<file path="src/rtl/memctl_irq_pkg.sv">
package memctl_irq_pkg;
    localparam int unsigned RAW_W      = 32;
    localparam int unsigned BIT_SLV    = 3;
    localparam int unsigned BIT_MST    = 4;
    localparam int unsigned BIT_ECC    = 5;
    localparam int unsigned BIT_REJ    = 6;
    localparam int unsigned BIT_RADDR  = 7;
    localparam int unsigned BIT_WFLASH = 8;
    localparam int unsigned BIT_WADDR  = 9;
    localparam logic [RAW_W-1:0] IMPL_MASK = 32'h0000_03F8;

    typedef enum logic [1:0] {
        SRC_NONE  = 2'b00,
        SRC_FLASH = 2'b01,
        SRC_RAM   = 2'b10,
        SRC_BOTH  = 2'b11
    } ecc_src_sel_e;
endpackage

</file>
<file path="src/rtl/memctl_state_end_det.sv">
module memctl_state_end_det #(
    parameter int unsigned SW        = 4,
    parameter logic [SW-1:0] IDLE_CODE = '0
) (
    input  logic          clk,
    input  logic          rst,
    input  logic [SW-1:0] state_i,
    output logic          end_o
);
    typedef struct packed {
        logic [SW-1:0] prev;
    } det_t;

    det_t det_d, det_q;

    always_comb begin
        det_d      = det_q;
        det_d.prev = state_i;
        end_o      = (det_q.prev != IDLE_CODE) && (state_i == IDLE_CODE);
    end

    always_ff @(posedge clk) begin
        if (rst) det_q <= '{prev: IDLE_CODE};
        else     det_q <= det_d;
    end

    // idle held over two cycles never signals an end
    assert_no_end_while_idle_R2: assert property (@(posedge clk) disable iff (rst)
        (state_i == IDLE_CODE) |=> (state_i != IDLE_CODE || !end_o));
endmodule

</file>
<file path="src/rtl/memctl_ecc_thresh.sv">
module memctl_ecc_thresh
    import memctl_irq_pkg::*;
#(
    parameter int unsigned CW = 8
) (
    input  logic          clk,
    input  logic          rst,
    input  logic          err_vld_i,
    input  logic          err_ram_i,
    input  logic          flash_en_i,
    input  logic          ram_en_i,
    input  logic [CW-1:0] thresh_i,
    input  logic          cnt_clr_i,
    output logic          hit_o
);
    localparam logic [CW-1:0] CNT_MAX = {CW{1'b1}};

    typedef struct packed {
        logic [CW-1:0] cnt;
    } ecc_t;

    ecc_t          ecc_d, ecc_q;
    ecc_src_sel_e  src_sel;
    logic          counted;
    logic [CW:0]   sum;
    logic [CW-1:0] sat;

    always_comb begin
        src_sel = ecc_src_sel_e'({ram_en_i, flash_en_i});
        unique case (src_sel)
            SRC_FLASH: counted = err_vld_i && !err_ram_i;
            SRC_RAM:   counted = err_vld_i &&  err_ram_i;
            SRC_BOTH:  counted = err_vld_i;
            default:   counted = 1'b0;
        endcase
        sum   = {1'b0, ecc_q.cnt} + {{CW{1'b0}}, counted};
        sat   = sum[CW] ? CNT_MAX : sum[CW-1:0];
        hit_o = counted && (sat >= thresh_i);
        ecc_d = ecc_q;
        ecc_d.cnt = cnt_clr_i ? '0 : sat;
    end

    always_ff @(posedge clk) begin
        if (rst) ecc_q <= '0;
        else     ecc_q <= ecc_d;
    end

    assert_no_overflow_R7: assert property (@(posedge clk) disable iff (rst)
        (ecc_q.cnt == CNT_MAX && !cnt_clr_i) |=> (ecc_q.cnt == CNT_MAX));
    assert_clear_restarts_R7: assert property (@(posedge clk) disable iff (rst)
        cnt_clr_i |=> (ecc_q.cnt == '0));
    assert_no_source_R6: assert property (@(posedge clk) disable iff (rst)
        (!flash_en_i && !ram_en_i && !cnt_clr_i) |=> $stable(ecc_q.cnt));
endmodule

</file>
<file path="src/rtl/memctl_raw_bank.sv">
module memctl_raw_bank #(
    parameter int unsigned NB = 32
) (
    input  logic          clk,
    input  logic          rst,
    input  logic [NB-1:0] set_i,
    input  logic [NB-1:0] clr_i,
    output logic [NB-1:0] raw_o
);
    typedef struct packed {
        logic [NB-1:0] raw;
    } bank_t;

    bank_t bank_d, bank_q;

    always_comb begin
        bank_d = bank_q;
        for (int i = 0; i < NB; i++) begin
            if (set_i[i])      bank_d.raw[i] = 1'b1;
            else if (clr_i[i]) bank_d.raw[i] = 1'b0;
        end
    end

    always_ff @(posedge clk) begin
        if (rst) bank_q <= '0;
        else     bank_q <= bank_d;
    end

    assign raw_o = bank_q.raw;

    for (genvar g = 0; g < NB; g++) begin : g_bit_chk
        assert_sticky_R9: assert property (@(posedge clk) disable iff (rst)
            (bank_q.raw[g] && !clr_i[g]) |=> bank_q.raw[g]);
        assert_set_wins_R9: assert property (@(posedge clk) disable iff (rst)
            set_i[g] |=> bank_q.raw[g]);
        assert_rise_has_cause_R9: assert property (@(posedge clk) disable iff (rst)
            $rose(bank_q.raw[g]) |-> $past(set_i[g]));
    end
endmodule

</file>
<file path="src/rtl/memctl_irq_raw.sv">
module memctl_irq_raw
    import memctl_irq_pkg::*;
#(
    parameter int unsigned SW = 4,
    parameter int unsigned CW = 8
) (
    input  logic          clk,
    input  logic          rst,
    input  logic [SW-1:0] slv_state_i,
    input  logic [SW-1:0] mst_state_i,
    input  logic          ecc_err_vld_i,
    input  logic          ecc_err_ram_i,
    input  logic          ecc_flash_en_i,
    input  logic          ecc_ram_en_i,
    input  logic [CW-1:0] ecc_thresh_i,
    input  logic          reject_i,
    input  logic          axi_rd_addr_err_i,
    input  logic          axi_wr_flash_i,
    input  logic          axi_wr_addr_err_i,
    input  logic          clr_we_i,
    input  logic [RAW_W-1:0] clr_data_i,
    output logic [RAW_W-1:0] raw_status_o
);
    localparam int unsigned NDET = 2;

    logic [NDET-1:0]  det_end;
    logic [SW-1:0]    det_state [NDET];
    logic             ecc_hit;
    logic             ecc_cnt_clr;
    logic [RAW_W-1:0] set_vec;
    logic [RAW_W-1:0] clr_vec;

    assign det_state[0] = slv_state_i;
    assign det_state[1] = mst_state_i;

    for (genvar d = 0; d < NDET; d++) begin : g_det
        memctl_state_end_det #(.SW(SW), .IDLE_CODE('0)) det_i (
            .clk     (clk),
            .rst     (rst),
            .state_i (det_state[d]),
            .end_o   (det_end[d])
        );
    end

    always_comb begin
        clr_vec     = clr_we_i ? (clr_data_i & IMPL_MASK) : '0;
        ecc_cnt_clr = clr_vec[BIT_ECC];
        set_vec                = '0;
        set_vec[BIT_SLV]       = det_end[0];
        set_vec[BIT_MST]       = det_end[1];
        set_vec[BIT_ECC]       = ecc_hit;
        set_vec[BIT_REJ]       = reject_i;
        set_vec[BIT_RADDR]     = axi_rd_addr_err_i;
        set_vec[BIT_WFLASH]    = axi_wr_flash_i;
        set_vec[BIT_WADDR]     = axi_wr_addr_err_i;
    end

    memctl_ecc_thresh #(.CW(CW)) ecc_i (
        .clk        (clk),
        .rst        (rst),
        .err_vld_i  (ecc_err_vld_i),
        .err_ram_i  (ecc_err_ram_i),
        .flash_en_i (ecc_flash_en_i),
        .ram_en_i   (ecc_ram_en_i),
        .thresh_i   (ecc_thresh_i),
        .cnt_clr_i  (ecc_cnt_clr),
        .hit_o      (ecc_hit)
    );

    memctl_raw_bank #(.NB(RAW_W)) bank_i (
        .clk   (clk),
        .rst   (rst),
        .set_i (set_vec),
        .clr_i (clr_vec),
        .raw_o (raw_status_o)
    );

    assert_reserved_zero_R1: assert property (@(posedge clk) disable iff (rst)
        (raw_status_o & ~IMPL_MASK) == '0);
    assert_reject_sets_R8: assert property (@(posedge clk) disable iff (rst)
        reject_i |=> raw_status_o[BIT_REJ]);
    assert_ecc_off_quiet_R6: assert property (@(posedge clk) disable iff (rst)
        (!ecc_flash_en_i && !ecc_ram_en_i && !raw_status_o[BIT_ECC]) |=> !raw_status_o[BIT_ECC]);
endmodule

</file>
<file path="config.mk">
export PLATFORM = sky130hd
export DESIGN_NAME = memctl_irq_raw
export DESIGN_NICKNAME = d
export VERILOG_FILES = /design/src/rtl/memctl_irq_pkg.sv /design/src/rtl/memctl_state_end_det.sv /design/src/rtl/memctl_ecc_thresh.sv /design/src/rtl/memctl_raw_bank.sv /design/src/rtl/memctl_irq_raw.sv
export SDC_FILE = /design/constraint.sdc
export NUM_CORES = 1
export LEC_CHECK = 0
export ABC_AREA = 0
export BUFFER_PORTS_ARGS = -buffer_cell sky130_fd_sc_hd__buf_2
export CORE_MARGIN = 2
export CORE_UTILIZATION = 40
export CTS_CLUSTER_DIAMETER = 200
export DETAILED_ROUTE_END_ITERATION = 10
export PLACE_DENSITY_LB_ADDON = 0.3
export RECOVER_POWER = 50
export SLEW_MARGIN = 10
export SYNTH_ARGS = -nofsm -noshare
export SYNTH_HDL_FRONTEND = slang
export SYNTH_SLANG_ARGS = --single-unit
</file>
<file path="constraint.sdc">
create_clock -name clk -period 4.2 [get_ports clk]
set_clock_uncertainty 0.1 [all_clocks]
set_input_delay 0.84 -clock clk [delete_from_list [all_inputs] [get_ports clk]]
set_output_delay 0.84 -clock clk [all_outputs]
set_load 0.03 [all_outputs]
</file>
==> flow_metrics.env <==
export IMPL_ys_ff_latch=23
export IMPL_count_of_final_setup_violators=0
export IMPL_final_cell_count_no_fill=238
export IMPL_numPortBuffers=40
export IMPL_drive_above_1_share=0.2268
export IMPL_ctsHtreeMaxLevel=1
export IMPL_grt_max_usage_layer="met2"
export IMPL_post_synth_instance_area_mm2=0.001316
export IMPL_drt_pass1_iter_count=4
export IMPL_achievable_frequency_ghz=0.2874
export IMPL_worst_path_largest_cell_delay_ps=250
export IMPL_critical_path_cell_chain="buf_2 -> inv_1 -> ha_1 -> xnor2_1 -> a21oi_1 -> nor3b_1 -> ha_1 -> ha_1 -> nand3_1 -> nor2_1 -> nand3_2 -> nand2_1 -> ha_1 -> a211oi_1 -> nor2_1 -> a211oi_1 -> a22oi_1"
export IMPL_synth_distinct_cells=31
export IMPL_post_synth_xor_area_fraction=0.03327
export IMPL_drt_iter0_drc=17
export IMPL_global_routing_usage_on_met2=0.2021
export IMPL_synthAdderAreaFrac=0.1236
export IMPL_gpl_wtd_cong=0.8364
export IMPL_clkLatencyLatePin_ps=310
export IMPL_synthesis_area_per_instance_um2=8.603
export IMPL_antennaDiodeCount=0
export IMPL_most_common_cell_after_layout_fill_and_taps_aside="sky130_fd_sc_hd__buf_2"
export IMPL_area_fraction_in_and_or_nand_and_nor_cells_after_synthesis=0.1825
export IMPL_area_growth_pct=13.21
export IMPL_ys_warn_count=0
export IMPL_dp_cells=234
export IMPL_clock_sinks=23
export IMPL_worst_path_buf_inv=2
export IMPL_core_region_area_mm2=0.003103
export IMPL_cts_tree="done"
export IMPL_cell_chosen_for_the_clock_root="sky130_fd_sc_hd__clkbuf_4"
export IMPL_finalInstanceArea_mm2=0.001490
export IMPL_min_period_ps=3479
export IMPL_starting_density=0.4242
export IMPL_cts_inserted_buffers=3
export IMPL_ys_seq_area_frac=0.3498
export IMPL_timing_critical_path_slowest_stage_cell="sky130_fd_sc_hd__nor2_1"
export IMPL_main_combinational_cell_family_by_area_after_synthesis="simple AND/OR/NAND/NOR gates"
export IMPL_irDropWorstVdd_mv=0.1280
export IMPL_layout_cells_most_common_list="sky130_fd_sc_hd__buf_2, sky130_fd_sc_hd__conb_1, sky130_fd_sc_hd__dfxtp_1"
export IMPL_clk_pin_slew_ps=120
export IMPL_die_area_mm2=0.003766
export IMPL_wire_length_of_the_first_global_routing_pass_um=3394
export IMPL_synthTopCellsByArea="sky130_fd_sc_hd__dfxtp_1, sky130_fd_sc_hd__buf_4, sky130_fd_sc_hd__ha_1"
export IMPL_worst_ep_required_time_ps=4290
export IMPL_route_final_wire_length_um=2222
export IMPL_vias_per_cell=4.273
export IMPL_grt_setup_unrepaired="false"
export IMPL_synth_top_area_frac=0.3498
export IMPL_power_density_cell_area_mw_per_mm2=276.6
export IMPL_fin_util=0.4802
export IMPL_muxShareOfSynthArea=0.01996
export IMPL_number_of_antenna_violations_at_the_first_check_in_global_routing=0
export IMPL_dpl_cell_area_mm2=0.001466
export IMPL_fillers=341
export IMPL_grt_remaining_overflow=0
export IMPL_met1_layer_usage_reported_by_global_route=0.1521
export IMPL_maxCapViolCount=0
export IMPL_timing_critical_path_from_type="input port"
export IMPL_max_slew_worst_pin_slew_ps=712.2
export IMPL_critical_path_top_delay_family="simple AND/OR/NAND/NOR gates"
export IMPL_slew_viol_final=0
export IMPL_grt_start_max_net_pins=18
export IMPL_setup_worst_path_end_class="flop"
export IMPL_die_height_um=61.37
export IMPL_finalHoldViolCount=0
export IMPL_postCtsHoldBufs=0
export IMPL_drcViolationCount=0
export IMPL_period_share=0.8283
export IMPL_cpMostUsedCell="sky130_fd_sc_hd__ha_1"
export IMPL_global_route_track_usage_on_met3=0.02101
export IMPL_dp_final_hpwl_um=1836
export IMPL_path_max_fanout=10
export IMPL_die_w_um=61.37
export IMPL_post_synth_inst_count=153
export IMPL_outcome="finished clean"
export IMPL_cts_repair_resize_count=0
export IMPL_track_usage=0.1221
export IMPL_rows=20
export IMPL_fin_setup_tns_ps=0
export IMPL_synth_compound_area_frac=0.1112
export IMPL_p_leak_nw=0.7785
export IMPL_vias=1017
export IMPL_crit_arrival_ps=3570
export IMPL_design_portCount=91
export IMPL_post_cts_setup_buffers=0
export IMPL_synth_top_area_cell="sky130_fd_sc_hd__dfxtp_1"
export IMPL_worst_slew_margin_rel=0.5252
export IMPL_setup_worst_path_class="input port to flop"
export IMPL_postRouteAntennaNets=0
export IMPL_ctsLongestPathBuffers=2
export IMPL_avgRoutedWirePerCell_um=9.336
export IMPL_min_delay_path_class="flop to flop"
export IMPL_final_nets=267
export IMPL_grt_pass1_vias=844
==> per-layer routing <==
metal,routed length [um],part of all wire
met5,0,0
met2,1032,0.46
met1,1022,0.46
met4,42,0.019
met3,125,0.056
==> sequential cells by signal, indices dropped and copies added (netlist names) <==
register and cells:
ecc_i.ecc_q 8, g_det.det_i.det_q 8, bank_i.raw_o 7
==> kinds of logic after synthesis <==
kind of cell / count (synthesis)
mux: 2
fa+ha+maj: 13
xor+xnor: 5
compound gates: 25
flops: 23
other cells: 1
simple gates: 47
buf+inv: 37
==> final timing paths <==
path                                       from         endpoint  slack (ps)  cells past startpoint
worst min register to register  bank_i.raw_o[3]  bank_i.raw_o[3]         360                      2
worst min-delay path            bank_i.raw_o[3]  bank_i.raw_o[3]         360                      2
worst max register to register   ecc_i.ecc_q[0]  bank_i.raw_o[5]        1730                     11
worst max-delay path             ecc_flash_en_i  bank_i.raw_o[5]         720                     17
==> final cells by class <==
cell class                 instances  area (um^2)  area share
sequential                        23        460.4      0.3090
inverter                          10        37.54     0.02519
clock buffer                       3        22.52     0.01511
clock inverter                     1        5.005    0.003359
tap                               44        55.05     0.03694
timing repair buffer              40        196.4      0.1318
multi-input combinational        117        713.2      0.4786
==> cells in the mapped netlist <==
cell type and instances:
sky130_fd_sc_hd__ha_1 13, sky130_fd_sc_hd__and3_1 1, sky130_fd_sc_hd__xnor2_1 3, sky130_fd_sc_hd__xor2_1 2
sky130_fd_sc_hd__nand3_1 2, sky130_fd_sc_hd__o21ai_0 3, sky130_fd_sc_hd__and4_1 1, sky130_fd_sc_hd__nor2_1 10
sky130_fd_sc_hd__nor3b_1 1, sky130_fd_sc_hd__or4b_1 1, sky130_fd_sc_hd__o41ai_1 2, sky130_fd_sc_hd__a31oi_1 1
sky130_fd_sc_hd__a211oi_1 2, sky130_fd_sc_hd__and2_1 3, sky130_fd_sc_hd__nand4_1 1, sky130_fd_sc_hd__a22oi_1 1
sky130_fd_sc_hd__clkbuf_1 2, sky130_fd_sc_hd__nor2b_1 8, sky130_fd_sc_hd__inv_1 10, sky130_fd_sc_hd__mux2_2 1
sky130_fd_sc_hd__a21oi_1 14, sky130_fd_sc_hd__mux2_4 1, sky130_fd_sc_hd__a21o_1 1, sky130_fd_sc_hd__nand2b_1 1
sky130_fd_sc_hd__nor4_1 2, sky130_fd_sc_hd__conb_1 1, sky130_fd_sc_hd__nand2_1 15, sky130_fd_sc_hd__dfxtp_1 23
sky130_fd_sc_hd__o31ai_1 1, sky130_fd_sc_hd__nand3_2 1, sky130_fd_sc_hd__buf_4 25
==> worst register-to-register path, cell delays in order, from the launching register on <==
cell,delay (ps)
sky130_fd_sc_hd__dfxtp_1,330
sky130_fd_sc_hd__ha_1,180
sky130_fd_sc_hd__ha_1,190
sky130_fd_sc_hd__nand3_1,130
sky130_fd_sc_hd__nor2_1,250
sky130_fd_sc_hd__nand3_2,220
sky130_fd_sc_hd__nand2_1,120
sky130_fd_sc_hd__ha_1,240
sky130_fd_sc_hd__a211oi_1,230
sky130_fd_sc_hd__nor2_1,70
sky130_fd_sc_hd__a211oi_1,200
sky130_fd_sc_hd__a22oi_1,90
==> metrics by stage <==
stage	power, W	hold slack, ps	worst slack (ps)
floorplan	0.0003104	369.1	734.1
global placement	0.0003170	346.4	353.0
detailed placement	0.0003176	346.5	355.5
CTS	0.0004180	364.4	680.2
global route	0.0004345	382.5	420.3
finish	0.0004122	364.2	721.1
==> where the power goes <==
group / switching (W) / internal [W] / total (W)
combinational: 0.0000586 / 0.0000246 / 0.0000832
sequential: 0.00000281 / 0.000226 / 0.000229
clock: 0.0000645 / 0.0000355 / 0.000100
total: 0.000126 / 0.000286 / 0.000412
(Power assumes the default switching activity.)
